<file path="src/rtl/uatx_pkg.sv">
package uatx_pkg;

   typedef enum logic [1:0] {
      PAR_OFF     = 2'b00,
      PAR_OFF_ALT = 2'b01,
      PAR_EVEN    = 2'b10,
      PAR_ODD     = 2'b11
   } par_mode_e;

   localparam int unsigned MIN_DATA_BITS = 5;

   function automatic int clamp_len(input int raw, input int lo, input int hi);
      if (raw < lo)      return lo;
      else if (raw > hi) return hi;
      else               return raw;
   endfunction

endpackage

</file>
<file path="src/rtl/uatx_holdbuf.sv">
module uatx_holdbuf #(
   parameter int DW = 9
) (
   input  logic          clk,
   input  logic          rst_n,
   input  logic          wr_req,
   input  logic          wr_ok,
   input  logic [DW-1:0] wr_data,
   input  logic          take,
   output logic          valid,
   output logic [DW-1:0] data
);

   logic          valid_q;
   logic [DW-1:0] data_q;
   logic          accept;

   assign accept = wr_req && wr_ok && !valid_q;

   always_ff @(posedge clk or negedge rst_n) begin
      if (!rst_n) begin
         valid_q <= 1'b0;
         data_q  <= '0;
      end else if (accept) begin
         valid_q <= 1'b1;
         data_q  <= wr_data;
      end else if (take) begin
         valid_q <= 1'b0;
      end
   end

   assign valid = valid_q;
   assign data  = data_q;

   // the shifter only draws a character that is actually waiting
   assert_take_valid_R6: assert property (@(posedge clk) disable iff (!rst_n)
      take |-> valid_q);

   // a full register keeps its content whatever is written
   assert_keep_full_R7: assert property (@(posedge clk) disable iff (!rst_n)
      (valid_q && !take) |=> (valid_q && $stable(data_q)));

endmodule

</file>
<file path="src/rtl/uatx_framer.sv">
module uatx_framer
   import uatx_pkg::*;
#(
   parameter int  DATA_MAX  = 9,
   parameter int  MAX_STOP  = 2,
   parameter bit  PARITY_EN = 1'b1,
   parameter int  LEN_W     = 4,
   parameter int  FRAME_W   = 12,
   parameter int  REM_W     = 4
) (
   input  logic [DATA_MAX-1:0] data,
   input  logic [LEN_W-1:0]    len_raw,
   input  logic [1:0]          par,
   input  logic                stop2,
   output logic [FRAME_W-1:0]  frame,
   output logic [REM_W-1:0]    nbits
);

   int                  n;
   int                  stops;
   logic [DATA_MAX-1:0] dm;
   logic                par_on;
   logic                pbit;

   always_comb begin
      n = clamp_len(int'(len_raw), int'(MIN_DATA_BITS), DATA_MAX);
      for (int i = 0; i < DATA_MAX; i++) begin
         dm[i] = (i < n) ? data[i] : 1'b0;
      end
   end

   generate
      if (PARITY_EN) begin : g_par
         assign par_on = (par == PAR_EVEN) || (par == PAR_ODD);
         assign pbit   = (^dm) ^ (par == PAR_ODD);
      end else begin : g_nopar
         assign par_on = 1'b0;
         assign pbit   = 1'b0;
      end
   endgenerate

   always_comb begin
      frame = '1;
      for (int i = 0; i < FRAME_W; i++) begin
         if (i < DATA_MAX && i < n) frame[i] = dm[i];
         else if (par_on && i == n)  frame[i] = pbit;
      end
      stops = (stop2 && MAX_STOP > 1) ? 2 : 1;
      nbits = REM_W'(n + (par_on ? 1 : 0) + stops);
   end

endmodule

</file>
<file path="src/rtl/uatx_serializer.sv">
module uatx_serializer #(
   parameter int FRAME_W = 12,
   parameter int REM_W   = 4
) (
   input  logic               clk,
   input  logic               rst_n,
   input  logic               baud_tick,
   input  logic               hold_valid,
   input  logic [FRAME_W-1:0] frame,
   input  logic [REM_W-1:0]   nbits,
   output logic               take,
   output logic               busy,
   output logic               txd,
   output logic               frame_end
);

   logic               busy_q;
   logic               txd_q;
   logic [REM_W-1:0]   rem_q;
   logic [FRAME_W-1:0] sh_q;
   logic               last;

   assign last      = busy_q && (rem_q == '0);
   assign frame_end = baud_tick && last;
   assign take      = baud_tick && hold_valid && (!busy_q || last);

   always_ff @(posedge clk or negedge rst_n) begin
      if (!rst_n) begin
         busy_q <= 1'b0;
         txd_q  <= 1'b1;
         rem_q  <= '0;
         sh_q   <= '1;
      end else if (take) begin
         busy_q <= 1'b1;
         txd_q  <= 1'b0;
         sh_q   <= frame;
         rem_q  <= nbits;
      end else if (frame_end) begin
         busy_q <= 1'b0;
         txd_q  <= 1'b1;
      end else if (baud_tick && busy_q) begin
         txd_q  <= sh_q[0];
         sh_q   <= {1'b1, sh_q[FRAME_W-1:1]};
         rem_q  <= rem_q - 1'b1;
      end
   end

   assign busy = busy_q;
   assign txd  = txd_q;

   // every load puts a low start bit on the line
   assert_start_low_R1: assert property (@(posedge clk) disable iff (!rst_n)
      take |=> (!txd_q && busy_q));

   // the line rests high whenever no frame is in flight
   assert_idle_high_R12: assert property (@(posedge clk) disable iff (!rst_n)
      !busy_q |-> txd_q);

endmodule

</file>
<file path="src/rtl/dbuf_uart_tx.sv">
module dbuf_uart_tx #(
   parameter int BYTE_W    = 8,
   parameter bit PARITY_EN = 1'b1,
   parameter int MAX_STOP  = 2,
   parameter int LEN_W     = $clog2(BYTE_W + 2)
) (
   input  logic              clk,
   input  logic              rst_n,
   input  logic              baud_tick,
   input  logic              cfg_wr,
   input  logic              cfg_en,
   input  logic              cfg_bit9,
   input  logic              cfg_empty_ie,
   input  logic              cfg_done_ie,
   input  logic [LEN_W-1:0]  cfg_len,
   input  logic [1:0]        cfg_par,
   input  logic              cfg_stop2,
   input  logic              data_wr,
   input  logic [BYTE_W-1:0] data_in,
   input  logic              done_clr,
   input  logic              done_ack,
   output logic              txd,
   output logic              line_owned,
   output logic              empty_flag,
   output logic              done_flag,
   output logic              empty_irq,
   output logic              done_irq
);

   localparam int DATA_MAX = BYTE_W + 1;
   localparam int FRAME_W  = DATA_MAX + 1 + MAX_STOP;
   localparam int REM_W    = $clog2(FRAME_W + 1);

   generate
      if (BYTE_W < 5 || BYTE_W > 12) begin : g_bad_width
         $error("dbuf_uart_tx: BYTE_W must lie in 5..12");
      end
      if (MAX_STOP < 1 || MAX_STOP > 2) begin : g_bad_stop
         $error("dbuf_uart_tx: MAX_STOP must be 1 or 2");
      end
      if ((1 << LEN_W) <= DATA_MAX) begin : g_bad_len
         $error("dbuf_uart_tx: LEN_W too narrow for the data length");
      end
   endgenerate

   // configuration register
   logic             en_q, bit9_q, eie_q, die_q, stop2_q;
   logic [LEN_W-1:0] len_q;
   logic [1:0]       par_q;

   always_ff @(posedge clk or negedge rst_n) begin
      if (!rst_n) begin
         en_q    <= 1'b0;
         bit9_q  <= 1'b0;
         eie_q   <= 1'b0;
         die_q   <= 1'b0;
         stop2_q <= 1'b0;
         len_q   <= LEN_W'(BYTE_W);
         par_q   <= 2'b00;
      end else if (cfg_wr) begin
         en_q    <= cfg_en;
         bit9_q  <= cfg_bit9;
         eie_q   <= cfg_empty_ie;
         die_q   <= cfg_done_ie;
         stop2_q <= cfg_stop2;
         len_q   <= cfg_len;
         par_q   <= cfg_par;
      end
   end

   logic                hold_valid;
   logic [DATA_MAX-1:0] hold_data;
   logic                take;
   logic                busy;
   logic                frame_end;
   logic [FRAME_W-1:0]  frame;
   logic [REM_W-1:0]    nbits;
   logic                owned;

   assign owned = en_q || busy || hold_valid;

   uatx_holdbuf #(.DW(DATA_MAX)) u_hold (
      .clk     (clk),
      .rst_n   (rst_n),
      .wr_req  (data_wr),
      .wr_ok   (owned),
      .wr_data ({bit9_q, data_in}),
      .take    (take),
      .valid   (hold_valid),
      .data    (hold_data)
   );

   uatx_framer #(
      .DATA_MAX (DATA_MAX),
      .MAX_STOP (MAX_STOP),
      .PARITY_EN(PARITY_EN),
      .LEN_W    (LEN_W),
      .FRAME_W  (FRAME_W),
      .REM_W    (REM_W)
   ) u_framer (
      .data    (hold_data),
      .len_raw (len_q),
      .par     (par_q),
      .stop2   (stop2_q),
      .frame   (frame),
      .nbits   (nbits)
   );

   uatx_serializer #(.FRAME_W(FRAME_W), .REM_W(REM_W)) u_ser (
      .clk        (clk),
      .rst_n      (rst_n),
      .baud_tick  (baud_tick),
      .hold_valid (hold_valid),
      .frame      (frame),
      .nbits      (nbits),
      .take       (take),
      .busy       (busy),
      .txd        (txd),
      .frame_end  (frame_end)
   );

   // completion flag: set wins over a simultaneous clear
   logic done_q;

   always_ff @(posedge clk or negedge rst_n) begin
      if (!rst_n)                   done_q <= 1'b0;
      else if (frame_end && !take)  done_q <= 1'b1;
      else if (done_clr || done_ack) done_q <= 1'b0;
   end

   assign line_owned = owned;
   assign empty_flag = !hold_valid;
   assign done_flag  = done_q;
   assign empty_irq  = !hold_valid && eie_q;
   assign done_irq   = done_q && die_q;

   // a frame ending with nothing queued marks completion
   assert_done_set_R9: assert property (@(posedge clk) disable iff (!rst_n)
      (frame_end && !hold_valid) |=> done_q);

   // a clear pulse without a competing set drops the flag
   assert_done_clr_R10: assert property (@(posedge clk) disable iff (!rst_n)
      ((done_clr || done_ack) && !frame_end) |=> !done_q);

   // a released line is always at the idle level
   assert_release_R11: assert property (@(posedge clk) disable iff (!rst_n)
      !line_owned |-> txd);

endmodule

</file>
<file path="config.mk">
export PLATFORM = sky130hd
export DESIGN_NAME = dbuf_uart_tx
export DESIGN_NICKNAME = d
export VERILOG_FILES = /design/src/rtl/uatx_pkg.sv /design/src/rtl/uatx_holdbuf.sv /design/src/rtl/uatx_framer.sv /design/src/rtl/uatx_serializer.sv /design/src/rtl/dbuf_uart_tx.sv
export SDC_FILE = /design/constraint.sdc
export NUM_CORES = 1
export LEC_CHECK = 0
export BUFFER_PORTS_ARGS = -buffer_cell sky130_fd_sc_hd__buf_2
export CORE_MARGIN = 5
export CORE_UTILIZATION = 35
export CTS_CLUSTER_SIZE = 12
export DETAILED_ROUTE_END_ITERATION = 10
export PLACE_DENSITY = 0.61
export SYNTH_ARGS = -nofsm -noshare
export SYNTH_HDL_FRONTEND = slang
export SYNTH_SLANG_ARGS = --single-unit
</file>
<file path="constraint.sdc">
create_clock -name clk -period 2.15 [get_ports clk]
set_input_delay 0.43 -clock clk [delete_from_list [all_inputs] [get_ports clk]]
set_output_delay 0.43 -clock clk [all_outputs]
set_load 0.01 [all_outputs]
</file>
==> results.sh <==
export IMPL_drt_initial_drc_count=75
export IMPL_grt_max_degree=41
export IMPL_avgSynthCellArea_um2=10.94
export IMPL_port_buffers=31
export IMPL_layout_commonest_cell="buf_2"
export IMPL_clk_pin_slew_worst_paths_ps=80
export IMPL_wirelength_mm=4.017
export IMPL_htreeDepth=2
export IMPL_dp_cells=298
export IMPL_finalHoldViolCount=0
export IMPL_wl_per_cell_um=13.13
export IMPL_p_leak_nw=1.119
export IMPL_critPathLaunchType="register"
export IMPL_rows=28
export IMPL_vias_per_cell=4.856
export IMPL_die_area_mm2=0.007684
export IMPL_drive_gt1_frac=0.4026
export IMPL_io_pins=32
export IMPL_clock_latency_ps=290
export IMPL_detail_route_antenna_nets=0
export IMPL_netlist_area_mm2=0.002111
export IMPL_min_path_type="primary input to async pin"
export IMPL_dpl_hpwl_mm=2.963
export IMPL_yosys_warnings=0
export IMPL_clock_path_buffers=2
export IMPL_drcViolationCount=0
export IMPL_worstPathRequired_ps=2370
export IMPL_design_area_mm2=0.002496
export IMPL_firstDrtPassIters=4
export IMPL_drv_slew=0
export IMPL_skew_ps=7.706
export IMPL_syn_instance_count=193
export IMPL_synthFlopType="dfrtp_1"
export IMPL_period_share=0.9464
export IMPL_die_h_um=87.66
export IMPL_grt_total_usage=0.1175
export IMPL_cap_violations=0
export IMPL_vias=1486
export IMPL_yosysUniqueCellTypes=48
export IMPL_cts_resized=0
export IMPL_vdd_drop_max_mv=0.7476
export IMPL_place_area_mm2=0.002370
export IMPL_worst_ep_arrival_time_ps=2250
export IMPL_clock_sinks=40
export IMPL_final_cells=306
export IMPL_synth_seq_cells=40
export IMPL_layout_common_cells="31 x buf_2, 26 x dfrtp_1, 23 x nand2_1, 20 x mux2_2, 17 x o21ai_0"
export IMPL_fin_nets=261
export IMPL_cp_max_fo=5
export IMPL_relSlewSlack=0.6425
export IMPL_async_flop_share=1.000
export IMPL_diodes=0
export IMPL_p_per_area_mw_per_mm2=1317
export IMPL_gp_congestion=0.7513
export IMPL_nFillCells=588
export IMPL_yosysSeqAreaShare=0.4825
export IMPL_ctsHoldBuffers=0
export IMPL_syn_nets=224
export IMPL_cts_tree="built"
export IMPL_fin_crit_ps=2035
export IMPL_cts_root_buf="clkbuf_8"
export IMPL_cp_end_kind="register"
export IMPL_rsz0062_at_grt="true"
export IMPL_grt_ovfl_total=0
export IMPL_post_cts_buffers=0
export IMPL_setup_viol=0
export IMPL_grt_pass1_vias=1457
export IMPL_antenna_found_initial=0
export IMPL_core_area_mm2=0.005886
export IMPL_tightest_slew_ps=536.2
export IMPL_grt_pass1_wl_mm=7.003
export IMPL_start_util=0.3586
export IMPL_cts_buffers=5
export IMPL_die_w_um=87.66
export IMPL_areaGrowthSynthToFinish_pct=18.26
export IMPL_setup_worst_path_class="register to register"
export IMPL_synth_edff_count=0
export IMPL_fmax_ghz=0.4915
export IMPL_status="finished clean"
[critical path, cell delays in order, from the launching register on]
cell	delay, ps
dfstp_2	570
nor3b_2	170
o21bai_1	90
fa_2	360
fa_1	390
xnor2_1	180
a21oi_1	80
o21ai_0	130
[worst paths after layout]
kind | startpoint | endpoint | slack (ps) | cells after the start
max | len_q[3]$_DFFE_PN1P_ | u_ser.rem_q[2]$_DFFE_PN0P_ | 120 | 7
min | rst_n | en_q$_DFFE_PN0P_ | 170 | 2
max reg2reg | len_q[3]$_DFFE_PN1P_ | u_ser.rem_q[2]$_DFFE_PN0P_ | 120 | 7
min reg2reg | u_ser.sh_q[2]$_DFFE_PN1P_ | u_ser.sh_q[2]$_DFFE_PN1P_ | 480 | 2
max in group asynchronous | rst_n | u_ser.sh_q[0]$_DFFE_PN1P_ | 1590 | 2
min in group clk | cfg_stop2 | stop2_q$_DFFE_PN0P_ | 340 | 3
[metrics by stage]
step           hold WS [ps]  utilization  total power [mW]  setup slack, ps  TNS [ps]
2_1_floorplan         134.4            -             2.359            33.76         0
3_3_place_gp          464.1       0.4026             2.671            27.95         0
3_5_place_dp          474.1       0.4026             2.702            76.05         0
4_1_cts               198.9       0.4209             3.309            56.90         0
5_1_grt               236.8       0.4241             3.563           -73.43    -95.27
6_report              174.8       0.4241             3.288            115.3         0
[power by group]
part | internal, mW | leakage, nW | switching [mW] | total (mW)
clock network | 0.344 | 0.0552 | 0.252 | 0.597
logic | 0.722 | 0.610 | 0.624 | 1.35
registers | 1.11 | 0.454 | 0.239 | 1.35
[synthesized netlist by cell type, types with 2 or more instances]
cell	count	area, um^2
a21oi_1	6	30.03
a31o_2	2	17.52
a32oi_1	2	17.52
buf_2	3	15.01
buf_6	2	22.52
clkbuf_1	4	15.01
dfrtp_1	26	650.6
dfstp_2	14	367.9
fa_1	2	40.04
ha_1	3	37.54
inv_1	6	22.52
mux2_2	20	225.2
mux2i_1	5	50.05
nand2_1	23	86.33
nand2b_1	2	12.51
nor2_1	9	33.78
nor2b_1	2	12.51
nor3_1	5	25.02
nor3b_1	3	22.52
o211a_1	2	20.02
o21ai_0	17	85.08
o31a_1	2	17.52
or3_1	2	12.51
xnor2_1	7	61.31
[registers in the layout, indices dropped and copies added (netlist names), 2 cells and up]
signal / count
u_ser.rem_q: 4
u_ser.sh_q: 12
u_hold.data: 9
len_q: 4
par_q: 2
[kinds of logic (layout without fill, tap and decap cells)]
family / count (synthesis) / count (layout) / synth area share
adder cells (fa/ha/maj): 5 / 5 / 0.03675
multiplexers: 25 / 25 / 0.1304
buffers and inverters: 18 / 56 / 0.04622
flip-flops: 40 / 40 / 0.4825
XOR/XNOR: 8 / 8 / 0.03972
AND/OR/NAND/NOR: 57 / 57 / 0.1381
AO/OA/AOI/OAI: 40 / 40 / 0.1263
[layer usage]
| layer | up-vias | part of all wire | global-route usage |
|---|---|---|---|
| met3 | 7 | 0.051 | 0.03293 |
| met1 | 702 | 0.50 | 0.1613 |
| met2 | 26 | 0.44 | 0.1774 |
| met5 | - | 0 | 0 |
| li1 | 751 | - | - |
| met4 | 0 | 0.014 | 0.04184 |
[layout make-up]
type,instances,area (um^2),share of cell area
sequential,40,1018,0.4080
multi-input combinational,135,1012,0.4055
timing repair buffer,42,241.5,0.09674
tap,75,93.84,0.03759
clock buffer,6,72.57,0.02907
clock inverter,2,35.03,0.01404
inverter,6,22.52,0.009023
Note: power is estimated with default switching activity, not from simulation.
